**src/rtl/wdt_pkg.sv**
```systemverilog
package wdt_pkg;

    localparam int REG_W         = 8;
    localparam int PRE_W         = 4;
    localparam int WINDOW_CYCLES = 4;

    // control register bit positions
    localparam int B_FLAG = 7;
    localparam int B_IE   = 6;
    localparam int B_PRE3 = 5;
    localparam int B_UNLK = 4;
    localparam int B_RE   = 3;
    // status register bit position
    localparam int B_STICKY = 0;

    typedef enum logic [1:0] {
        MODE_OFF,
        MODE_IRQ,
        MODE_RST,
        MODE_IRQ_RST
    } wdt_mode_e;

    typedef enum logic {
        WIN_LOCKED,
        WIN_OPEN
    } win_state_e;

endpackage

```
**src/rtl/wdt_window_fsm.sv**
```systemverilog
module wdt_window_fsm
    import wdt_pkg::*;
#(
    parameter int WINDOW = WINDOW_CYCLES
) (
    input  logic clk,
    input  logic rst_n,
    input  logic ctrl_wr,
    input  logic unlock_pat,
    output logic win_open,
    output logic wr_accept
);

    localparam int LW = $clog2(WINDOW + 1);

    win_state_e       state_q, state_d;
    logic [LW-1:0]    left_q, left_d;

    always_ff @(posedge clk or negedge rst_n) begin
        if (!rst_n) begin
            state_q <= WIN_LOCKED;
            left_q  <= '0;
        end else begin
            state_q <= state_d;
            left_q  <= left_d;
        end
    end

    always_comb begin
        state_d = state_q;
        left_d  = left_q;
        unique case (state_q)
            WIN_LOCKED: begin
                if (ctrl_wr && unlock_pat) begin
                    state_d = WIN_OPEN;
                    left_d  = LW'(WINDOW);
                end
            end
            WIN_OPEN: begin
                if (ctrl_wr || left_q == LW'(1)) begin
                    state_d = WIN_LOCKED;
                    left_d  = '0;
                end else begin
                    left_d  = left_q - LW'(1);
                end
            end
        endcase
    end

    always_comb begin
        win_open  = (state_q == WIN_OPEN);
        wr_accept = win_open && ctrl_wr;
    end

    a_r2_opens_only_on_unlock: assert property (@(posedge clk) disable iff (!rst_n)
        $rose(win_open) |-> $past(ctrl_wr && unlock_pat));

    a_r2_window_bounded: assert property (@(posedge clk) disable iff (!rst_n)
        left_q <= LW'(WINDOW));

    a_r3_write_consumes: assert property (@(posedge clk) disable iff (!rst_n)
        (win_open && ctrl_wr) |=> !win_open);

endmodule

```
**src/rtl/wdt_timebase.sv**
```systemverilog
module wdt_timebase
    import wdt_pkg::*;
#(
    parameter int BASE_LOG2 = 11,
    parameter int MAX_CODE  = 9
) (
    input  logic             clk,
    input  logic             rst_n,
    input  logic             active,
    input  logic             kick,
    input  logic [PRE_W-1:0] code,
    output logic             expired
);

    localparam int CW = BASE_LOG2 + MAX_CODE;

    logic [CW-1:0]    cnt_q;
    logic [PRE_W-1:0] eff_code;
    logic [CW:0]      span;
    logic [CW-1:0]    last;

    always_comb begin
        eff_code = (code > PRE_W'(MAX_CODE)) ? PRE_W'(MAX_CODE) : code;
        span     = (CW+1)'(1) << (BASE_LOG2 + int'(eff_code));
        last     = CW'(span - (CW+1)'(1));
        expired  = active && !kick && (cnt_q >= last);
    end

    always_ff @(posedge clk or negedge rst_n) begin
        if (!rst_n) begin
            cnt_q <= '0;
        end else if (!active || kick || expired) begin
            cnt_q <= '0;
        end else begin
            cnt_q <= cnt_q + CW'(1);
        end
    end

    a_r5_kick_restarts: assert property (@(posedge clk) disable iff (!rst_n)
        kick |=> (cnt_q == '0));

    a_r11_restart_after_expiry: assert property (@(posedge clk) disable iff (!rst_n)
        expired |=> (cnt_q == '0));

    a_r10_idle_holds_zero: assert property (@(posedge clk) disable iff (!rst_n)
        (!active && !$past(active)) |-> (cnt_q == '0));

endmodule

```
**src/rtl/wdt_ctrl_regs.sv**
```systemverilog
module wdt_ctrl_regs
    import wdt_pkg::*;
(
    input  logic             clk,
    input  logic             rst_n,
    input  logic             ctrl_wr,
    input  logic             stat_wr,
    input  logic [REG_W-1:0] wr_data,
    input  logic             wr_accept,
    input  logic             win_open,
    input  logic             expired,
    output logic [REG_W-1:0] ctrl_rd,
    output logic [REG_W-1:0] stat_rd,
    output logic [PRE_W-1:0] code,
    output logic             active,
    output logic             irq,
    output logic             sys_rst_req
);

    logic             flag_q, ie_q, rst_en_q, sticky_q, rreq_q;
    logic [PRE_W-1:0] pre_q;
    wdt_mode_e        mode;
    logic             set_flag, drop_ie, set_sticky;

    always_comb begin
        if (rst_en_q || sticky_q) begin
            mode = ie_q ? MODE_IRQ_RST : MODE_RST;
        end else begin
            mode = ie_q ? MODE_IRQ : MODE_OFF;
        end
    end

    // expiry actions per mode
    always_comb begin
        set_flag   = 1'b0;
        drop_ie    = 1'b0;
        set_sticky = 1'b0;
        unique case (mode)
            MODE_OFF: ;
            MODE_IRQ: set_flag = expired;
            MODE_RST: set_sticky = expired;
            MODE_IRQ_RST: begin
                set_flag = expired;
                drop_ie  = expired;
            end
        endcase
    end

    always_ff @(posedge clk or negedge rst_n) begin
        if (!rst_n) begin
            flag_q   <= 1'b0;
            ie_q     <= 1'b0;
            rst_en_q <= 1'b0;
            sticky_q <= 1'b0;
            rreq_q   <= 1'b0;
            pre_q    <= '0;
        end else begin
            rreq_q <= set_sticky;

            if (set_flag) begin
                flag_q <= 1'b1;
            end else if (ctrl_wr && wr_data[B_FLAG]) begin
                flag_q <= 1'b0;
            end

            if (drop_ie) begin
                ie_q <= 1'b0;
            end else if (ctrl_wr) begin
                ie_q <= wr_data[B_IE];
            end

            if (set_sticky) begin
                rst_en_q <= 1'b1;
            end else if (wr_accept) begin
                rst_en_q <= wr_data[B_RE] | sticky_q;
            end else if (ctrl_wr && wr_data[B_RE]) begin
                rst_en_q <= 1'b1;
            end

            if (wr_accept) begin
                pre_q <= {wr_data[B_PRE3], wr_data[2:0]};
            end

            if (set_sticky) begin
                sticky_q <= 1'b1;
            end else if (stat_wr && !wr_data[B_STICKY]) begin
                sticky_q <= 1'b0;
            end
        end
    end

    always_comb begin
        ctrl_rd     = {flag_q, ie_q, pre_q[3], win_open,
                       rst_en_q | sticky_q, pre_q[2:0]};
        stat_rd     = {{(REG_W-1){1'b0}}, sticky_q};
        code        = pre_q;
        active      = (mode != MODE_OFF);
        irq         = flag_q;
        sys_rst_req = rreq_q;
    end

    a_r9_sticky_holds_enable: assert property (@(posedge clk) disable iff (!rst_n)
        sticky_q |-> rst_en_q);

    a_r6_irq_mode_no_reset: assert property (@(posedge clk) disable iff (!rst_n)
        (mode == MODE_IRQ && expired) |=> (flag_q && !sys_rst_req));

    a_r8_first_expiry_escalates: assert property (@(posedge clk) disable iff (!rst_n)
        (mode == MODE_IRQ_RST && expired) |=> (flag_q && !ie_q && !sys_rst_req));

    a_r7_single_pulse: assert property (@(posedge clk) disable iff (!rst_n)
        sys_rst_req |=> !sys_rst_req);

    a_r7_pulse_sets_sticky: assert property (@(posedge clk) disable iff (!rst_n)
        sys_rst_req |-> sticky_q);

endmodule

```
**src/rtl/wdt_core.sv**
```systemverilog
module wdt_core
    import wdt_pkg::*;
#(
    parameter int BASE_LOG2 = 11,
    parameter int MAX_CODE  = 9
) (
    input  logic             clk,
    input  logic             rst_n,
    input  logic             reg_wr,
    input  logic             reg_sel,
    input  logic [REG_W-1:0] reg_wdata,
    input  logic             reg_rsel,
    output logic [REG_W-1:0] reg_rdata,
    input  logic             kick,
    output logic             irq,
    output logic             sys_rst_req
);

    logic             ctrl_wr, stat_wr, unlock_pat;
    logic             win_open, wr_accept, expired, active;
    logic [PRE_W-1:0] code;
    logic [REG_W-1:0] ctrl_rd, stat_rd;

    always_comb begin
        ctrl_wr    = reg_wr && !reg_sel;
        stat_wr    = reg_wr && reg_sel;
        unlock_pat = reg_wdata[B_UNLK] && reg_wdata[B_RE];
        reg_rdata  = reg_rsel ? stat_rd : ctrl_rd;
    end

    wdt_window_fsm #(.WINDOW(WINDOW_CYCLES)) u_window (
        .clk        (clk),
        .rst_n      (rst_n),
        .ctrl_wr    (ctrl_wr),
        .unlock_pat (unlock_pat),
        .win_open   (win_open),
        .wr_accept  (wr_accept)
    );

    wdt_timebase #(.BASE_LOG2(BASE_LOG2), .MAX_CODE(MAX_CODE)) u_timebase (
        .clk     (clk),
        .rst_n   (rst_n),
        .active  (active),
        .kick    (kick),
        .code    (code),
        .expired (expired)
    );

    wdt_ctrl_regs u_regs (
        .clk         (clk),
        .rst_n       (rst_n),
        .ctrl_wr     (ctrl_wr),
        .stat_wr     (stat_wr),
        .wr_data     (reg_wdata),
        .wr_accept   (wr_accept),
        .win_open    (win_open),
        .expired     (expired),
        .ctrl_rd     (ctrl_rd),
        .stat_rd     (stat_rd),
        .code        (code),
        .active      (active),
        .irq         (irq),
        .sys_rst_req (sys_rst_req)
    );

    a_r1_quiet_when_off: assert property (@(posedge clk) disable iff (!rst_n)
        (!active && !$past(active)) |-> !sys_rst_req);

endmodule

```
**config.mk**
```make
export PLATFORM = sky130hd
export DESIGN_NAME = wdt_core
export DESIGN_NICKNAME = d
export VERILOG_FILES = /design/src/rtl/wdt_pkg.sv /design/src/rtl/wdt_window_fsm.sv /design/src/rtl/wdt_timebase.sv /design/src/rtl/wdt_ctrl_regs.sv /design/src/rtl/wdt_core.sv
export SDC_FILE = /design/constraint.sdc
export NUM_CORES = 1
export LEC_CHECK = 0
export CAP_MARGIN = 15
export CORE_UTILIZATION = 30
export CTS_CLUSTER_SIZE = 30
export DETAILED_ROUTE_END_ITERATION = 12
export HOLD_SLACK_MARGIN = 0.06
export PLACE_DENSITY = 0.48
export SYNTH_ARGS = -nofsm -noshare
export SYNTH_HDL_FRONTEND = slang
export SYNTH_SLANG_ARGS = --single-unit
```
**constraint.sdc**
```tcl
create_clock -name clk -period 4.8 [get_ports clk]
set_input_delay 0.72 -clock clk [delete_from_list [all_inputs] [get_ports clk]]
set_output_delay 0.72 -clock clk [all_outputs]
set_load 0.02 [all_outputs]
```
### Word level (Yosys, flattened, before mapping)

Index checks and enable logic that the tools add are counted.

| cells by class | value |
|---|---|
| $add $sub $neg | 4 |
| multiply operators | 0 |
| div/mod/pow operators | 0 |
| $lt $le $gt $ge | 2 |
| equal/unequal tests | 5 |
| shift-type cells | 1 |
| mux-type cells | 24 |
| bitwise logic cells | 3 |
| reductions and logical operators | 24 |

Operators by type and width:

| operator | count |
|---|---|
| 1-bit by 32-bit left shift with 20-bit output (first input constant) | 1 |
| 20-bit by 1-bit adder with 20-bit output (second input constant) | 1 |
| 20-bit greater-or-equal comparator | 1 |
| 20-bit two-way mux | 1 |
| 20-bit by 1-bit subtractor with 20-bit output (second input constant) | 1 |
| 1-bit two-way mux | 16 |
| 1-bit logical AND | 10 |
| 8-bit two-way mux | 1 |
| 2-bit nonzero test | 4 |
| 3-bit two-way mux | 2 |
| 3-bit case mux with 2 select lines | 1 |
| 4-bit by 4-bit adder with 5-bit output (first input constant) | 1 |
| 2-bit equality test (second input constant) | 2 |
| 4-bit greater-than comparator (second input constant) | 1 |
| 1-bit logical NOT | 4 |
| 1-bit logical OR | 4 |
| 4-bit two-way mux | 1 |
| 3-bit by 1-bit equality test with 1-bit output (second input constant) | 1 |
| 3-bit nonzero test | 1 |
| 3-bit by 1-bit subtractor with 3-bit output (second input constant) | 1 |
| 2-bit by 1-bit equality test with 1-bit output (second input constant) | 1 |
| 2-bit two-way mux | 1 |
| 2-bit by 1-bit != test with 1-bit output (second input constant) | 1 |
| 1-bit OR | 2 |
| other kinds (3) | 3 |

| word-level totals | value |
|---|---|
| flip-flop bits (word level) | 33 |
| bits in latches | 0 |
| bits in writable memories | 0 |
| memory bits (read-only) | 0 |
| bits of input ports | 14 |
| memories | 0 |

### Logic depth before layout (Yosys ltp)

| logic depth | value |
|---|---|
| word-level depth | 9 |
| gate-level depth with buffers | 12 |
| gate-level depth less buffers | 10 |

### By module

Synthesis repeated with hierarchy kept, for this count alone.

| unflattened totals | value |
|---|---|
| cells, all modules | 255 |
| area, all modules | 2,486.1 µm² |

By module, submodules not included:

| module | times used | cells an instance | area each (µm²) | seq. area each (µm²) |
|---|---|---|---|---|
| wdt_timebase | 1 | 177 | 1,622.8 | 500.5 |
| wdt_ctrl_regs | 1 | 42 | 475.5 | 225.2 |
| wdt_window_fsm | 1 | 24 | 237.7 | 100.1 |
| wdt_core | 1 | 12 | 150.1 | 0.0 |

### Worst setup path before layout

No wires, ideal clock.

| timing | value |
|---|---|
| path kind | register -> register |
| start point | register u_regs.pre_q[3], in the netlist u_regs.code[3] |
| end point | register u_timebase.cnt_q[10] |
| data arrival time | 2.111 ns |
| required time | 4.720 ns |
| setup slack | 2.609 ns |
| cell stages (with the launch flop) | 11 |
| period minus slack after synthesis | 2.191 ns |
| path through | dfrtp_1 > clkbuf_1 > nor3_1 > mux2i_1 > ha_1 > nand2_1 > nor3_1 > o2111a_1 > a211o_2 > buf_6 > nor3_2 |

| on the way | value |
|---|---|
| word-level cells in the longest chain between the ends | 9 |

RTL lines:

| what | line | RTL |
|---|---|---|
| start, declared | wdt_ctrl_regs.sv:21 | `logic [PRE_W-1:0] pre_q;` |
| start signal, assigned | wdt_ctrl_regs.sv:81 | `pre_q <= {wr_data[B_PRE3], wr_data[2:0]};` |
| 4-bit greater-than comparator | wdt_timebase.sv:23 | `eff_code = (code > PRE_W'(MAX_CODE)) ? PRE_W'(MAX_CODE) : code;` |
| 4-bit two-way mux * | wdt_timebase.sv:23 |  |
| 4-bit by 4-bit adder with 5-bit output * | wdt_timebase.sv:24 | `span = (CW+1)'(1) << (BASE_LOG2 + int'(eff_code));` |
| 1-bit by 32-bit left shift with 20-bit output * | wdt_timebase.sv:24 |  |
| 20-bit by 1-bit subtractor with 20-bit output * | wdt_timebase.sv:25 | `last = CW'(span - (CW+1)'(1));` |
| 20-bit greater-or-equal comparator * | wdt_timebase.sv:26 | `expired = active && !kick && (cnt_q >= last);` |
| 1-bit logical AND * | wdt_timebase.sv:26 |  |
| 1-bit logical OR * | wdt_timebase.sv:32 | `end else if (!active \|\| kick \|\| expired) begin` |
| 20-bit two-way mux * | wdt_timebase.sv:32 |  |
| end signal, assigned | wdt_timebase.sv:35 | `cnt_q <= cnt_q + CW'(1);` |
| end, declared | wdt_timebase.sv:17 | `logic [CW-1:0] cnt_q;` |

Mark *: on every way between the ends. The rest lies on a longest branch, timed or not.
A chain may end at the register's enable or synchronous reset.

### Worst setup path after layout

| timing | value |
|---|---|
| start point | input reg_rsel |
| end point | output reg_rdata[0] |

| on the way | value |
|---|---|
| word-level cells in the longest chain between the ends | 1 |

RTL lines:

| what | line | RTL |
|---|---|---|
| start, declared | wdt_core.sv:12 | `input logic reg_rsel,` |
| 8-bit two-way mux | wdt_core.sv:28 | `reg_rdata = reg_rsel ? stat_rd : ctrl_rd;` |
| end, declared | wdt_core.sv:13 | `output logic [REG_W-1:0] reg_rdata,` |

No other way between the ends.

==> flow_summary.yaml <==
finish:
  diodes_inserted: 0
  drive_gt1_frac: 0.143
  fin_util: 0.374
  area_growth_syn_to_layout_pct: 18.2
  layout.nets: 311
  final_common_cell: "dfrtp_1"
  layout_common_cells: "dfrtp_1, ha_1, clkdlybuf4s50_1"
detailed_routing:
  route.detailed.wl_per_inst_um: 13.8
  via_per_inst: 4.83
  antenna_violating_nets_post_route: 0
  routed-via-count: 1798
  finalWirelength_um: 5150
  count_of_tritonroute_iterations_in_the_first_routing_pass: 4
  drcViolationCount: 0
  first_iter_violations: 57
clocking:
  clkLatencyLatePin_ps: 280
  tritoncts_clock_tree: "yes"
  cts_htree_levels: 2
  cts.repair_timing.setup_buffer_count: 0
  number_of_buffers_created_by_cts: 5
  cts_repair_resize_count: 0
  post_cts_hold_buffer_count: 0
  clk_pin_slew_ps: 70
  cts.root.buffer_cell: "clkbuf_8"
  clkSinkCount: 33
  clock_tree.buffer_depth: 2
setup_path:
  crit_path_cell_trace: "clkdlybuf4s50_1 -> mux2_2 -> clkdlybuf4s50_1"
  cpLargestDelayFamily: "buffers and inverters"
  reg2regPathDepth: 8
  crit_path_max_incr_delay_ps: 650
  worstReg2RegStart: "u_regs.code[1]$_DFFE_PN0P_"
  timing.critical_path.mode_cell: "clkdlybuf4s50_1"
  cpMaxStageDelayCell: "clkdlybuf4s50_1"
  critical_path.n_buffers_inverters: 2
  reg2reg_to: "u_timebase.cnt_q[2]$_DFF_PN0_"
  required_ps: 4080
  critPathCaptureType: "primary output"
  critical_path.startpoint_type: "input pin"
  regToRegSetupSlack_ps: 2130
  critical_path.max_fanout: 8
  timing.critical_path.arrival_ps: 2280
  worstSetupPathType: "input pin to primary output"
global_routing:
  antenna_found_initial: 0
  pin_count_of_the_biggest_net_entering_global_routing: 34
  global_route.overflow_total: 0
  grt_first_pass_wirelength_um: 9150
  first_global_vias: 1804
  track_usage: 0.141
die:
  initial_utilization: 0.316
  io_pins: 24
  dieArea_mm2: 0.00816
  die_h_um: 90.4
  die_w_um: 90.4
  std_cell_rows: 31
  floorplan.core_area_mm2: 0.00741
synthesis:
  synth_edf_count: 0
  synth_warnings: 0
  mappedNetlistArea_mm2: 0.00234
  avgSynthCellArea_um2: 9.60
  ys_types: 45
  synth_cells: 244
  ff_latch_count_synth: 33
  ys_async_sr_fraction: 1.00
  seq_area_frac_synth: 0.353
  dominantRegCellSynth: "dfrtp_1"
sta:
  post-route-period-util: 0.626
  timing.clock.skew_ps: 4.63
  timing.final.max_slew_violations: 0
  final-hold-violation-count: 0
  finalSetupTns_ps: 0
  worst_hold_slack_ps: 489
  period_needed_ps: 3000
  grt_setup_unrepaired: "false"
  timing.fmax_ghz: 0.333
  max_slew.worst_pin.slew_ps: 637
  max_slew_margin: 0.572
  final_setup_fails: 0
power:
  vdd_ir_drop_max_mv: 0.140
  power_density_mw_per_mm2: 314
  p_leak_nw: 1.24
min_path:
  worst_hold_path.num_cells: 2
  min_to: "u_window.left_q[1]$_DFFE_PN0P_"
  timing.hold.worst.class: "flip-flop to flip-flop"
  hold_path_startpoint: "u_window.left_q[1]$_DFFE_PN0P_"
place:
  port-buffer-count: 23
  post-dp-hpwl_um: 3710
  gpl.final_weighted_congestion: 0.714
job:
  max_capacitance_violation_count: 0
run_status:
  status: "complete, no violations"
-- routing by layer --
metal / up-vias / global-route usage / part of all wire
li1: 916 / - / -
met1: 858 / 0.195 / 0.50
met2: 16 / 0.223 / 0.47
met3: 8 / 0.0253 / 0.021
met4: 0 / 0.0403 / 0.012
met5: - / 0 / 0
-- registers in the layout (all words and copies together) (netlist names) --
| register | flops |
|---|---|
| u_regs.code | 4 |
| u_regs.ie_q | 1 |
| u_regs.irq | 1 |
| u_regs.rst_en_q | 1 |
| u_regs.sticky_q | 1 |
| u_regs.sys_rst_req | 1 |
| u_timebase.cnt_q | 20 |
| u_window.left_q | 3 |
| u_window.win_open | 1 |
-- synth_stat cells, drive strengths merged, types with 2 or more instances --
cell	count	area share
and4	2	0.0075
nor4	2	0.0080
nand2b	3	0.0080
conb	2	0.0032
a22o	2	0.0075
nor3	25	0.098
nand3	13	0.028
nand2	17	0.027
a21oi	11	0.025
mux2i	2	0.0085
inv	14	0.022
nand4	5	0.013
buf	4	0.014
a31oi	2	0.0053
o21ai	8	0.017
dfrtp	33	0.35
ha	24	0.13
xor2	8	0.030
and3	2	0.0053
clkbuf	4	0.0064
nor2b	11	0.029
xnor2	10	0.037
o21a	2	0.0064
nor2	17	0.027
mux2	5	0.024
a21o	2	0.0064
-- kinds of logic after synthesis --
group | Yosys count | synth area share
simple gates | 99 | 0.263
compound gates | 38 | 0.109
flops | 33 | 0.353
fa+ha+maj | 24 | 0.128
buf+inv | 23 | 0.0443
xor+xnor | 18 | 0.0673
mux | 7 | 0.0326
other cells | 2 | 0.00321
-- worst min-delay path, stage by stage (launching register included) --
cell     delay, ps
dfrtp_1        340
nand2_1         40
o21ai_0         70
-- through the flow --
stage	setup slack, ps	total power [mW]	cells	instance area [µm²]
2_1_floorplan	2610	0.572	249	2360
3_3_place_gp	1800	0.651	365	2680
3_5_place_dp	1780	0.656	365	2680
4_1_cts	1780	0.881	372	2770
5_1_grt	1720	0.939	372	2770
6_report	1800	0.869	372	2770
-- cell type report --
| type | count | area [µm²] |
|---|---|---|
| Clock buffer | 7 | 86.3 |
| Sequential cell | 33 | 826 |
| Timing Repair Buffer | 25 | 245 |
| Tap cell | 99 | 124 |
| Fill cell | 789 | 4640 |
| Inverter | 15 | 56.3 |
| Multi-Input combinational cell | 193 | 1430 |
-- power breakdown --
group / switching [mW] / internal [mW]
Sequential: 0.0660 / 0.315
Clock: 0.104 / 0.114
Combinational: 0.138 / 0.132
Total: 0.309 / 0.561
-- worst max-delay path by stage --
stage | start | endpoint | slack, ps | depth (start not counted)
2_1_floorplan | u_regs.code[3]$_DFFE_PN0P_ | u_timebase.cnt_q[10]$_DFF_PN0_ | 2610 | 10
3_3_place_gp | reg_rsel | reg_rdata[0] | 1800 | 3
3_5_place_dp | reg_rsel | reg_rdata[0] | 1780 | 3
4_1_cts | reg_rsel | reg_rdata[0] | 1780 | 3
5_1_grt | reg_rsel | reg_rdata[0] | 1720 | 3
6_report | reg_rsel | reg_rdata[0] | 1800 | 3
Power figures use the tool's default switching activity.
